[src/rtl/alu_fsel.sv]
module alu_fsel #(
  parameter int W = 16
) (
  input  logic [W-1:0] op_a,
  input  logic [W-1:0] op_b,
  input  logic [2:0]   fn,
  output logic [W-1:0] y,
  output logic         carry,
  output logic         zero,
  output logic         a_gt_b
);

  localparam logic [2:0] FN_ADD = 3'b000;
  localparam logic [2:0] FN_SUB = 3'b001;
  localparam logic [2:0] FN_DEC = 3'b010;
  localparam logic [2:0] FN_AND = 3'b011;
  localparam logic [2:0] FN_OR  = 3'b100;
  localparam logic [2:0] FN_NOT = 3'b101;
  localparam logic [W-1:0] ONE  = {{(W-1){1'b0}}, 1'b1};

  logic [W:0] wide;

  always_comb begin
    case (fn)
      FN_ADD:  wide = {1'b0, op_a} + {1'b0, op_b};
      FN_SUB:  wide = {1'b0, op_a} - {1'b0, op_b};
      FN_DEC:  wide = {1'b0, op_a} - {1'b0, ONE};
      FN_AND:  wide = {1'b0, op_a & op_b};
      FN_OR:   wide = {1'b0, op_a | op_b};
      FN_NOT:  wide = {1'b0, ~op_a};
      default: wide = '0;
    endcase
  end

  assign y      = wide[W-1:0];
  assign carry  = wide[W];
  assign zero   = ~|y;
  assign a_gt_b = op_a > op_b;

  always_comb begin
    if (fn == FN_ADD) begin
      a_r1_add_sum: assert ((y - op_b) == op_a && carry == (y < op_a))
        else $error("R1 sum or carry wrong");
    end
    if (fn == FN_SUB) begin
      a_r2_sub_diff: assert ((y + op_b) == op_a && carry == (op_a < op_b))
        else $error("R2 difference or borrow wrong");
    end
    if (fn == FN_DEC) begin
      a_r3_dec_borrow: assert ((y + ONE) == op_a && carry == (y == '1))
        else $error("R3 decrement or borrow wrong");
    end
    if (fn == FN_AND || fn == FN_OR || fn == FN_NOT) begin
      a_r4_logic_no_carry: assert (!carry)
        else $error("R4 R5 R6 carry set on logic op");
    end
    if (fn == FN_NOT) begin
      a_r6_not_inverse: assert ((y & op_a) == '0 && (y | op_a) == '1)
        else $error("R6 inverse wrong");
    end
    if (fn[2:1] == 2'b11) begin
      a_r7_spare_quiet: assert (zero && !carry)
        else $error("R7 spare code not quiet");
    end
    if (a_gt_b) begin
      a_r9_gt_strict: assert (op_a != op_b)
        else $error("R9 greater flag on equal operands");
    end
  end

endmodule

[config.mk]
export PLATFORM = sky130hd
export DESIGN_NAME = alu_fsel
export DESIGN_NICKNAME = d
export VERILOG_FILES = /design/src/rtl/alu_fsel.sv
export SDC_FILE = /design/constraint.sdc
export NUM_CORES = 1
export LEC_CHECK = 0
export ABC_AREA = 1
export CELL_PAD_IN_SITES_DETAIL_PLACEMENT = 1
export CELL_PAD_IN_SITES_GLOBAL_PLACEMENT = 1
export CORE_MARGIN = 2
export CORE_UTILIZATION = 41
export DETAILED_ROUTE_END_ITERATION = 12
export GPL_TIMING_DRIVEN = 0
export PLACE_DENSITY = 0.95
export SYNTH_ARGS = -nofsm -noshare
export SYNTH_HDL_FRONTEND = slang
export SYNTH_SLANG_ARGS = --single-unit
export TNS_END_PERCENT = 1
[constraint.sdc]
create_clock -name vclk -period 6
set_input_delay 1.2 -clock vclk [all_inputs]
set_output_delay 1.2 -clock vclk [all_outputs]
set_load 0.1 [all_outputs]
==> flow_metrics.tcl <==
set metrics [dict create \
    stdcell_area_mm2 0.00447 \
    outcome "complete, no violations" \
    yosysSeqAreaShare 0 \
    ys_warn_count 0 \
    hpwl_um 12200 \
    synth_xor_xnor_area_share 0.00502 \
    powerDensity_mw_per_mm2 126 \
    grt_overflow 0 \
    ant_nets 0 \
    initial_core_util 0.425 \
    ff_latch_area_um2 0 \
    slew_viol_final 0 \
    hold_viol 0 \
    grt_pass1_vias 4662 \
    rows 33 \
    synth_top_family_by_area "simple AND/OR/NAND/NOR gates" \
    synth_adder_area_share 0.255 \
    nets 825 \
    antenna_found_initial 0 \
    fin_util 0.544 \
    first_iter_violations 217 \
    muxShareOfSynthArea 0 \
    crit_arrival_ns 4.75 \
    placed_cell_area_mm2 0.00421 \
    first_pass_iters 4 \
    yosys.area_share.simple 0.477 \
    wl_um 16000 \
    dp.cells 812 \
    netlist_top_cells_area "ha_1 (24%), nand2_1 (20%), inv_1 (14%), nand3_1 (12%), nor2_1 (7.3%)" \
    post_drt_wl_per_cell_um 19.4 \
    cap_violations 0 \
    syn_area_mm2 0.00349 \
    synth_top_cell_by_area "ha_1" \
    leakagePower_nw 2.57 \
    min_path_type "in2out" \
    die_y_um 96.3 \
    critPathMaxFanout 5 \
    via_per_inst 5.67 \
    cp-start-kind "input pin" \
    grt_max_degree 11 \
    required_ns 4.80 \
    yosys.cell_types.count 36 \
    seq_cells 0 \
    synth_compound_area_frac 0.111 \
    nClkBuffers 0 \
    syn_to_final_growth_pct 28.0 \
    design.portCount 54 \
    layout-drive-gt1-share 0.131 \
    drc 0 \
    fin_crit_ns 5.95 \
    synth_nets 758 \
    grt_pass1_wl_um 22400 \
    die_w_um 96.3 \
    pre_cts_slack_ns -1.12 \
    core-area_mm2 0.00822 \
    n_antenna_cell 0 \
    relSlewSlack 0.345 \
    peakVddDrop_mv 0.0684 \
    postLayoutSetupSlackWorst_ns 0.0543 \
    fin_cells 823 \
    numPortBuffers 54 \
    syn_area_per_cell_um2 5.35 \
    via_count 4668 \
    fin_crit_sh 0.991 \
    end_kind "output port" \
    finalWeightedCongestion 0.878 \
    fmax_ghz 0.168 \
    critPathKind "in2out" \
    die_area_mm2 0.00927 \
    worst_pin_slew_ns 0.987 \
    synth_top_area_share 0.244 \
    syn_inst 653 \
    grt.total_usage 0.309 \
    setup_viol 0 \
]
==> cell usage after synthesis, drive strengths merged <==
cell type,count
inv,133
nor2,69
or2,4
nor3,4
o211ai,1
buf,4
fa,2
o21ai,19
nand3,86
a221oi,6
nor3b,1
a21oi,32
ha,68
xnor2,1
a22oi,1
and2,5
clkbuf,1
nand3b,2
o21bai,2
nand4,18
nand2,190
xor2,1
o22ai,3
==> stage by stage <==
| step | power, W | hold WS [ns] | setup TNS (ns) |
|---|---|---|---|
| 2_1_floorplan | 0.000371 | 2.87 | 0 |
| 3_3_place_gp | 0.000501 | 4.17 | -5.32 |
| 3_5_place_dp | 0.000526 | 4.21 | -8.02 |
| 4_1_cts | 0.000523 | 3.61 | -0.255 |
| 5_1_grt | 0.000604 | 3.56 | -0.393 |
| 6_report | 0.000564 | 3.48 | 0 |
==> kinds of logic after synthesis <==
kind of cell,Yosys count
AOI/OAI and AO/OA,64
xor gates and xnor gates,2
and+or+nand+nor,379
buffers and inverters,138
adders and majority gates,70
==> metal layers <==
layer	routed length (um)	GRT usage	vias to the layer above
met5	0	0	-
met4	411	0.0657	0
met3	750	0.0117	47
met2	8040	0.579	166
met1	6780	0.389	2252
li1	-	-	2203
==> area by class of cell <==
| cell class | instances | area (um2) |
|---|---|---|
| Tap cell | 105 | 131 |
| Inverter | 133 | 502 |
| Fill cell | 1183 | 3750 |
| Timing Repair Buffer | 65 | 647 |
| Multi-Input combinational cell | 515 | 3150 |
| Buffer | 5 | 35.0 |
==> power breakdown <==
part,switching [W],total (W),internal [W]
combinational,0.000403,0.000564,0.000161
sequential,0,0,0
clock,0,0,0
==> path summary, 6_finish.rpt <==
kind | startpoint | endpoint | slack (ns) | cells past startpoint
worst min-delay path | op_b[1] | zero | 3.48 | 10
worst max-delay path | op_b[4] | zero | 0.05 | 24
==> what timing repair did <==
| action | CTS | global route |
|---|---|---|
| gates cloned | 0 | 0 |
| pin swaps | 0 | 18 |
| gates resized for setup | 58 | 55 |
| setup buffers | 0 | 11 |
| hold buffers | 0 | 0 |
| endpoints found under the setup margin | 15 | 15 |
==> cells in the final DEF, fill, tap and decap left out, drive strengths merged, types with 2 or more instances in the layout <==
cell           Yosys  layout
inv              133     133
nor3               4       4
a221oi             6       6
a21oi             32      32
buf                4      20
nand2            190     190
clkdlybuf4s50      0      33
fa                 2       2
nor2              69      69
and2               5       5
o21bai             2       2
clkdlybuf4s15      0       6
o21ai             19      19
or2                4       4
nand3b             2       2
nand4             18      18
ha                68      68
dlymetal6s2s       0       6
dlygate4sd2        0       3
nand3             86      86
o22ai              3       3
==> critical path, stage by stage <==
cell	delay [ns]
clkdlybuf4s50_1	0.50
inv_2	0.15
nand4_1	0.19
nor2_2	0.16
nand2_2	0.09
nor2_4	0.18
nand3_2	0.14
inv_2	0.10
nand2_1	0.08
o21ai_1	0.14
nand3_1	0.17
ha_4	0.32
nand2_1	0.10
nor2_2	0.12
and2_1	0.14
nand2_1	0.08
nand2_1	0.07
nand2_1	0.07
nand3_2	0.11
nand3_4	0.08
nor2_2	0.09
nand2_1	0.09
nor3_4	0.15
buf_12	0.20
Power figures use the tool's default switching activity.
